--- src/rtl/pwm_bank_pkg.sv ---
package pwm_bank_pkg;

    localparam int ADDR_W = 5;

    localparam logic [ADDR_W-1:0] A_ENABLE = 5'h00;
    localparam logic [ADDR_W-1:0] A_INVERT = 5'h01;
    localparam logic [ADDR_W-1:0] A_CENTER = 5'h04;
    localparam logic [ADDR_W-1:0] A_JOIN   = 5'h05;

    typedef enum logic [2:0] {
        RK_NONE, RK_ENABLE, RK_INVERT, RK_CENTER,
        RK_JOIN, RK_COUNT, RK_PERIOD, RK_DUTY
    } reg_kind_t;

    typedef struct packed {
        logic en;
        logic inv;
        logic center;
    } ch_mode_t;

    // Upper two address bits select a per-channel bank; bank 0 holds controls.
    function automatic reg_kind_t decode_kind(input logic [ADDR_W-1:0] a);
        case (a[4:3])
            2'b01:   return RK_COUNT;
            2'b10:   return RK_PERIOD;
            2'b11:   return RK_DUTY;
            default: begin
                if (a == A_ENABLE)      return RK_ENABLE;
                else if (a == A_INVERT) return RK_INVERT;
                else if (a == A_CENTER) return RK_CENTER;
                else if (a == A_JOIN)   return RK_JOIN;
                else                    return RK_NONE;
            end
        endcase
    endfunction

endpackage

--- src/rtl/pwm_bank_engine.sv ---
module pwm_bank_engine #(
    parameter int W = 8
) (
    input  logic         clk,
    input  logic         rst,
    input  logic         tick,
    input  logic         en,
    input  logic         inv,
    input  logic         center,
    input  logic         clr,
    input  logic [W-1:0] period_sh,
    input  logic [W-1:0] duty_sh,
    output logic         pin,
    output logic [W-1:0] count
);
    localparam logic [W-1:0] ONE = W'(1);

    logic [W-1:0] cnt_q, per_a, duty_a;
    logic         down_q, active;

    always_ff @(posedge clk) begin
        if (rst) begin
            cnt_q  <= '0;
            down_q <= 1'b0;
            per_a  <= '0;
            duty_a <= '0;
        end else if (!en || clr) begin
            cnt_q  <= '0;
            down_q <= 1'b0;
            per_a  <= period_sh;
            duty_a <= duty_sh;
        end else if (tick && per_a != '0) begin
            if (!down_q) begin
                if (cnt_q == per_a - ONE) begin
                    if (center) begin
                        cnt_q  <= per_a;
                        down_q <= 1'b1;
                    end else begin
                        cnt_q  <= '0;
                        per_a  <= period_sh;
                        duty_a <= duty_sh;
                    end
                end else begin
                    cnt_q <= cnt_q + ONE;
                end
            end else if (cnt_q <= ONE) begin
                cnt_q  <= '0;
                down_q <= 1'b0;
                per_a  <= period_sh;
                duty_a <= duty_sh;
            end else begin
                cnt_q <= cnt_q - ONE;
            end
        end
    end

    always_comb begin
        active = down_q ? (cnt_q <= duty_a) : (cnt_q < duty_a);
        pin    = (en && active) ? !inv : inv;
    end

    assign count = cnt_q;


    shadow_load_chk: assert property (@(posedge clk) disable iff (rst)
        (per_a != $past(per_a) || duty_a != $past(duty_a)) |-> (cnt_q == '0 && !down_q));


    idle_clear_chk: assert property (@(posedge clk) disable iff (rst)
        !en |=> (cnt_q == '0));


    tick_hold_chk: assert property (@(posedge clk) disable iff (rst)
        (en && !tick && !clr) |=> (cnt_q == $past(cnt_q) && down_q == $past(down_q)));


    count_range_chk: assert property (@(posedge clk) disable iff (rst)
        (!down_q && per_a != '0) |-> (cnt_q < per_a));

endmodule

--- src/rtl/pwm_bank_pair.sv ---
module pwm_bank_pair
    import pwm_bank_pkg::*;
#(
    parameter int CW = 8
) (
    input  logic          clk,
    input  logic          rst,
    input  logic          tick,
    input  logic          join_i,
    input  ch_mode_t      mode_e,
    input  ch_mode_t      mode_o,
    input  logic [CW-1:0] per_e,
    input  logic [CW-1:0] per_o,
    input  logic [CW-1:0] duty_e,
    input  logic [CW-1:0] duty_o,
    input  logic          clr_e,
    input  logic          clr_o,
    output logic          pin_e,
    output logic          pin_o,
    output logic [CW-1:0] view_e,
    output logic [CW-1:0] view_o
);
    localparam int WW = 2 * CW;

    ch_mode_t      mode_w;
    logic [WW-1:0] per_w, duty_w, cnt_w;
    logic [CW-1:0] cnt_n;
    logic          clr_w, out_w, out_n;

    // Wide engine serves the even channel alone, or the whole pair when joined.
    always_comb begin
        if (join_i) begin
            mode_w = mode_o;
            per_w  = {per_e, per_o};
            duty_w = {duty_e, duty_o};
            clr_w  = clr_e | clr_o;
        end else begin
            mode_w = mode_e;
            per_w  = {{CW{1'b0}}, per_e};
            duty_w = {{CW{1'b0}}, duty_e};
            clr_w  = clr_e;
        end
    end

    pwm_bank_engine #(.W(WW)) u_wide (
        .clk(clk), .rst(rst), .tick(tick),
        .en(mode_w.en), .inv(mode_w.inv), .center(mode_w.center), .clr(clr_w),
        .period_sh(per_w), .duty_sh(duty_w), .pin(out_w), .count(cnt_w)
    );

    pwm_bank_engine #(.W(CW)) u_narrow (
        .clk(clk), .rst(rst), .tick(tick),
        .en(mode_o.en && !join_i), .inv(mode_o.inv), .center(mode_o.center), .clr(clr_o),
        .period_sh(per_o), .duty_sh(duty_o), .pin(out_n), .count(cnt_n)
    );

    always_comb begin
        pin_e  = join_i ? mode_e.inv        : out_w;
        pin_o  = join_i ? out_w             : out_n;
        view_e = join_i ? cnt_w[WW-1:CW]    : cnt_w[CW-1:0];
        view_o = join_i ? cnt_w[CW-1:0]     : cnt_n;
    end

endmodule

--- src/rtl/pwm_bank_regs.sv ---
module pwm_bank_regs
    import pwm_bank_pkg::*;
#(
    parameter int NUM_CH = 8,
    parameter int CW     = 8
) (
    input  logic                         clk,
    input  logic                         rst,
    input  logic [ADDR_W-1:0]            addr,
    input  logic [CW-1:0]                wdata,
    input  logic                         we,
    input  logic [NUM_CH-1:0][CW-1:0]    cnt_view,
    output logic [CW-1:0]                rdata,
    output ch_mode_t [NUM_CH-1:0]        mode,
    output logic [NUM_CH-1:0][CW-1:0]    per,
    output logic [NUM_CH-1:0][CW-1:0]    duty,
    output logic [NUM_CH-1:0]            clr,
    output logic [NUM_CH/2-1:0]          join_o
);
    localparam int NUM_PAIR = NUM_CH / 2;

    reg_kind_t                kind;
    logic [2:0]               idx;
    logic [NUM_CH-1:0]        en_q, inv_q, ctr_q;
    logic [NUM_PAIR-1:0]      join_req_q, join_q;
    logic [NUM_CH-1:0][CW-1:0] per_q, duty_q;

    assign kind = decode_kind(addr);
    assign idx  = addr[2:0];

    always_ff @(posedge clk) begin
        if (rst) begin
            en_q       <= '0;
            inv_q      <= '0;
            ctr_q      <= '0;
            join_req_q <= '0;
            join_q     <= '0;
            per_q      <= '0;
            duty_q     <= '0;
        end else begin
            if (we) begin
                case (kind)
                    RK_ENABLE: en_q       <= wdata[NUM_CH-1:0];
                    RK_INVERT: inv_q      <= wdata[NUM_CH-1:0];
                    RK_CENTER: ctr_q      <= wdata[NUM_CH-1:0];
                    RK_JOIN:   join_req_q <= wdata[NUM_PAIR-1:0];
                    default: ;
                endcase
            end
            for (int i = 0; i < NUM_CH; i++) begin
                if (we && idx == 3'(i) && kind == RK_PERIOD) per_q[i]  <= wdata;
                if (we && idx == 3'(i) && kind == RK_DUTY)   duty_q[i] <= wdata;
            end
            for (int k = 0; k < NUM_PAIR; k++) begin
                if (!en_q[2*k] && !en_q[2*k+1]) join_q[k] <= join_req_q[k];
            end
        end
    end

    always_comb begin
        rdata = '0;
        case (kind)
            RK_ENABLE: rdata[NUM_CH-1:0]   = en_q;
            RK_INVERT: rdata[NUM_CH-1:0]   = inv_q;
            RK_CENTER: rdata[NUM_CH-1:0]   = ctr_q;
            RK_JOIN:   rdata[NUM_PAIR-1:0] = join_q;
            default: ;
        endcase
        for (int i = 0; i < NUM_CH; i++) begin
            clr[i]  = we && kind == RK_COUNT && idx == 3'(i);
            mode[i] = '{en: en_q[i], inv: inv_q[i], center: ctr_q[i]};
            if (idx == 3'(i)) begin
                if (kind == RK_COUNT)  rdata = cnt_view[i];
                if (kind == RK_PERIOD) rdata = per_q[i];
                if (kind == RK_DUTY)   rdata = duty_q[i];
            end
        end
    end

    assign per    = per_q;
    assign duty   = duty_q;
    assign join_o = join_q;

    for (genvar k = 0; k < NUM_PAIR; k++) begin : g_join_chk

        join_hold_chk: assert property (@(posedge clk) disable iff (rst)
            (join_q[k] != $past(join_q[k])) |->
                ($past(en_q[2*k]) == 1'b0 && $past(en_q[2*k+1]) == 1'b0));
    end

endmodule

--- src/rtl/pwm_bank.sv ---
module pwm_bank
    import pwm_bank_pkg::*;
#(
    parameter int NUM_CH = 8,
    parameter int CW     = 8
) (
    input  logic              clk,
    input  logic              rst,
    input  logic [ADDR_W-1:0] bus_addr,
    input  logic [CW-1:0]     bus_wdata,
    input  logic              bus_we,
    output logic [CW-1:0]     bus_rdata,
    input  logic              cnt_tick,
    output logic [NUM_CH-1:0] pwm_o
);
    localparam int NUM_PAIR = NUM_CH / 2;

    ch_mode_t [NUM_CH-1:0]     mode;
    logic [NUM_CH-1:0][CW-1:0] per, duty, cnt_view;
    logic [NUM_CH-1:0]         clr;
    logic [NUM_PAIR-1:0]       join_en;

    pwm_bank_regs #(.NUM_CH(NUM_CH), .CW(CW)) u_regs (
        .clk(clk), .rst(rst), .addr(bus_addr), .wdata(bus_wdata), .we(bus_we),
        .cnt_view(cnt_view), .rdata(bus_rdata), .mode(mode), .per(per), .duty(duty),
        .clr(clr), .join_o(join_en)
    );

    for (genvar k = 0; k < NUM_PAIR; k++) begin : g_pair
        pwm_bank_pair #(.CW(CW)) u_pair (
            .clk(clk), .rst(rst), .tick(cnt_tick), .join_i(join_en[k]),
            .mode_e(mode[2*k]), .mode_o(mode[2*k+1]),
            .per_e(per[2*k]), .per_o(per[2*k+1]),
            .duty_e(duty[2*k]), .duty_o(duty[2*k+1]),
            .clr_e(clr[2*k]), .clr_o(clr[2*k+1]),
            .pin_e(pwm_o[2*k]), .pin_o(pwm_o[2*k+1]),
            .view_e(cnt_view[2*k]), .view_o(cnt_view[2*k+1])
        );
    end

endmodule

--- config.mk ---
export PLATFORM = sky130hd
export DESIGN_NAME = pwm_bank
export DESIGN_NICKNAME = d
export VERILOG_FILES = /design/src/rtl/pwm_bank_pkg.sv /design/src/rtl/pwm_bank_engine.sv /design/src/rtl/pwm_bank_pair.sv /design/src/rtl/pwm_bank_regs.sv /design/src/rtl/pwm_bank.sv
export SDC_FILE = /design/constraint.sdc
export NUM_CORES = 2
export LEC_CHECK = 0
export BUFFER_PORTS_ARGS = -buffer_cell sky130_fd_sc_hd__clkbuf_2
export CAP_MARGIN = 15
export CORE_MARGIN = 1.5
export CORE_UTILIZATION = 30
export DETAILED_ROUTE_END_ITERATION = 16
export PLACE_DENSITY = 0.47
export RECOVER_POWER = 100
export SYNTH_ARGS = -nofsm -noshare
export SYNTH_HDL_FRONTEND = slang
export SYNTH_SLANG_ARGS = --single-unit
--- constraint.sdc ---
create_clock -name clk -period 3 [get_ports clk]
set_input_delay 0.45 -clock clk [delete_from_list [all_inputs] [get_ports clk]]
set_output_delay 0.45 -clock clk [all_outputs]
set_load 0.01 [all_outputs]
==> flow_metrics.py <==
metrics = {
    "die": {
        "ios": 33,
        "die_x_um": 325,
        "initial_core_util": 0.302,
        "fp.dieArea_mm2": 0.106,
        "die_h_um": 325,
        "rows": 118,
        "placeableCoreArea_mm2": 0.103,
    },
    "worst_setup_path": {
        "r2r_slack_ns": -0.09,
        "path_buf_inv": 3,
        "cp-startpoint": "g_pair[3].u_pair.u_wide.duty_a[1]",
        "max_stage_delay_ns": 0.34,
        "cpMostUsedCell": "o21a_1",
        "critPathKind": "reg2out",
        "crit_path_end": "pwm_o[7]",
        "rr_startpoint": "g_pair[1].u_pair.u_wide.per_a[0]",
        "crit_path_end_kind": "output port",
        "cp.arrival_ns": 2.99,
        "required_ns": 2.55,
        "reg2reg_depth": 13,
        "critPathMaxFanout": 2,
        "crit_family": "compound AO/OA/AOI/OAI gates",
        "critPathLaunchType": "flop",
        "r2r-end": "g_pair[1].u_pair.u_wide.duty_a[7]",
        "crit_slowest_cell": "dfxtp_2",
        "path_cells": "inv_2, ha_4, nor2b_1, o21a_1, o21a_1, o21a_1, o21a_1, o21ai_2, a21oi_2, a221oi_2, xor2_1, buf_4, buf_6",
        "worstSetupPathDepth": 13,
    },
    "clock_network": {
        "tritoncts": "yes",
        "numCtsBuffers": 57,
        "max-clock-path-buffers": 3,
        "cts-root-buf": "clkbuf_16",
        "clock-sinks": 456,
        "clk-insertion-delay-late_ns": 0.67,
        "htreeDepth": 2,
        "clkTransAtPathRegs_ns": 0.06,
    },
    "final_layout": {
        "drive_gt1_frac": 0.246,
        "post-route-util": 0.389,
        "layout_common_cells": "423 x dfxtp_1, 405 x nand2_1, 401 x buf_4, 361 x nor2_1, 320 x a21oi_1",
        "nets": 4504,
        "area_delta_synth_final_pct": 28.8,
        "final_common_cell": "dfxtp_1",
        "fin_cells": 5782,
        "fillers": 10700,
        "post-route-cell-area_mm2": 0.0402,
    },
    "grt": {
        "grt_overflow": 0,
        "first_global_vias": 29500,
        "grt_max_degree": 74,
        "grt_antenna_before_repair": 4,
        "grt_pass1_wl_um": 187000,
        "grt_usage": 0.225,
    },
    "placement": {
        "dpl-instance-area_mm2": 0.0353,
        "placed_cells": 5611,
        "io_buffers": 32,
        "place_ws_ns": -0.0858,
        "hpwlAfterDp_um": 88200,
        "gp_congestion": 0.906,
    },
    "sta": {
        "tightest_slew_ns": 1.69,
        "clock_skew_ns": 0.0386,
        "fin_ws_ns": -0.445,
        "post-route-period-util": 1.15,
        "hold_slack_ns": 0.340,
        "rsz0062_at_grt": "true",
        "tns_ns": -7.55,
        "timing.fmax_ghz": 0.290,
        "hold_violations": 0,
        "drv_slew": 214,
        "post-route-min-period_ns": 3.44,
        "setup_viol": 97,
        "max_slew_margin": -0.127,
    },
    "worst_hold_path": {
        "holdCritPathClass": "in2reg",
    },
    "drt": {
        "wl_per_cell_um": 21.6,
        "met3_wirelength_um": 6160,
        "highest-signal-layer": "met5",
        "wl_met2_um": 56400,
        "dr.pass1.iters": 6,
        "wl_met1_um": 58800,
        "via_count": 31500,
        "drt_wl_total_um": 125000,
        "postRouteAntennaNets": 0,
        "vias_per_cell": 5.45,
        "first_iter_violations": 2708,
        "drcViolationCount": 0,
    },
    "power": {
        "p_leak_nw": 15.3,
        "p_comb_frac": 0.065,
        "power_frac_clock": 0.523,
        "pwr-share-seq": 0.413,
        "finalPower_mw": 14.8,
        "internal-power_mw": 11.1,
        "switching_share": 0.251,
        "powerDensity_mw_per_mm2": 369,
        "p_switching_mw": 3.72,
        "peakVddDrop_uv": 458,
    },
    "yosys": {
        "ys_ff_latch": 456,
        "avgSynthCellArea_um2": 7.57,
        "ys.flop_type": "dfxtp_1",
        "synthCells": 4119,
        "synthArstFlopShare": 0,
        "syn_nets": 4268,
        "synthesis.area_mm2": 0.0312,
        "yosys_warnings": 0,
        "synth_cell_types": 105,
        "synth_edf_count": 0,
        "ys_seq_area_frac": 0.293,
    },
    "run": {
        "cap_violations": 4,
    },
    "run_status": {
        "violations": "max-capacitance violations, max-slew violations, negative setup slack",
        "outcome": "complete, but fails checks",
    },
}
-- registers in the layout, indices dropped and copies added (netlist names), 8 cells and up --
register and flops:
u_regs.inv_q 8, u_regs.en_q 8, g_pair.u_pair.u_wide.count 64, g_pair.u_pair.u_narrow.per_a 32
g_pair.u_pair.u_wide.duty_a 64, u_regs.duty 64, u_regs.ctr_q 8, g_pair.u_pair.u_narrow.count 32
u_regs.per 64, g_pair.u_pair.u_wide.per_a 64, g_pair.u_pair.u_narrow.duty_a 32
-- worst min path at each step --
| stage | from | end | slack, ns | cells after the start |
|---|---|---|---|---|
| after CTS | rst | g_pair[0].u_pair.u_narrow.per_a[5] | 0.17 | 2 |
| after detailed placement | u_regs.join_req_q[1] | u_regs.join_o[1] | 0.44 | 2 |
| final | cnt_tick | g_pair[0].u_pair.u_wide.count[15] | 0.34 | 4 |
| after floorplan | u_regs.join_req_q[0] | u_regs.join_o[0] | 0.43 | 2 |
| after global placement | u_regs.join_req_q[1] | u_regs.join_o[1] | 0.44 | 2 |
| after global routing | cnt_tick | g_pair[0].u_pair.u_wide.count[15] | 0.32 | 4 |
-- cell usage after synthesis (20+ instances only) --
cell	n	area share
a31oi_1	42	0.0084
nand4_1	50	0.010
a211oi_1	85	0.020
o21ai_0	317	0.051
nand3_1	126	0.020
nor4_1	46	0.0092
and3_1	35	0.0070
a21o_1	23	0.0055
mux2i_1	196	0.063
dfxtp_1	456	0.29
o21ai_1	21	0.0034
nor2_1	402	0.048
buf_1	21	0.0025
inv_1	164	0.020
nand3b_1	29	0.0070
buf_2	30	0.0048
or4_1	20	0.0048
nor2b_1	45	0.0090
nor3_1	88	0.014
o221ai_1	25	0.0070
mux2_2	26	0.0094
a21oi_1	374	0.060
nand2_1	411	0.049
xor2_1	90	0.025
a22oi_1	45	0.011
ha_1	132	0.053
o22ai_1	31	0.0062
o21a_1	24	0.0058
xnor2_1	113	0.032
a221oi_1	23	0.0065
nand2b_1	27	0.0054
clkbuf_1	282	0.034
-- worst min-delay path: cells and delay by family --
kind	cells	cell delay, ns
and+or+nand+nor	1	0.12
buffers and inverters	2	0.27
AOI/OAI and AO/OA	1	0.08
-- kinds of logic after synthesis --
| kind of cell | after synthesis | share of synthesized area |
|---|---|---|
| AO/OA/AOI/OAI | 1181 | 0.236 |
| XOR/XNOR | 205 | 0.0585 |
| adder cells (fa/ha/maj) | 132 | 0.0530 |
| buffers and inverters | 524 | 0.0684 |
| flip-flops | 456 | 0.293 |
| multiplexers | 228 | 0.0759 |
| AND/OR/NAND/NOR | 1393 | 0.215 |
-- per-layer routing --
layer  up-vias  global-route usage
met5         -                   0
met4         4              0.0701
met3       193              0.0212
met2       925               0.354
met1     15200               0.323
li1      15200                   -
-- cell type report --
cell class	count	area [µm²]	area share
Multi-Input combinational cell	3140	21800	0.544
Tap cell	1380	1730	0.0430
Antenna cell	1	2.50	0.0000623
Sequential cell	456	9190	0.229
Clock inverter	22	399	0.00994
Timing Repair Buffer	535	4680	0.117
Clock buffer	83	1690	0.0422
Inverter	165	622	0.0155
-- repair_timing --
item                       4_1_cts  5_1_grt
cloned                           4       17
pin swaps                       84      208
buffers inserted                26       25
hold buffers                     0        0
resized for setup              197      346
setup endpoints to repair       76      218
-- power by group through the flow --
stage | Clock, mW | Sequential (mW) | Combinational [mW]
finish | 7.74 | 6.12 | 0.958
global placement | 0 | 6.25 | 0.848
floorplan | 0 | 6.23 | 0.497
CTS | 7.90 | 6.11 | 0.896
detailed placement | 0 | 6.25 | 0.848
global route | 8.12 | 6.12 | 1.02
Note: power is estimated with default switching activity, not from simulation.
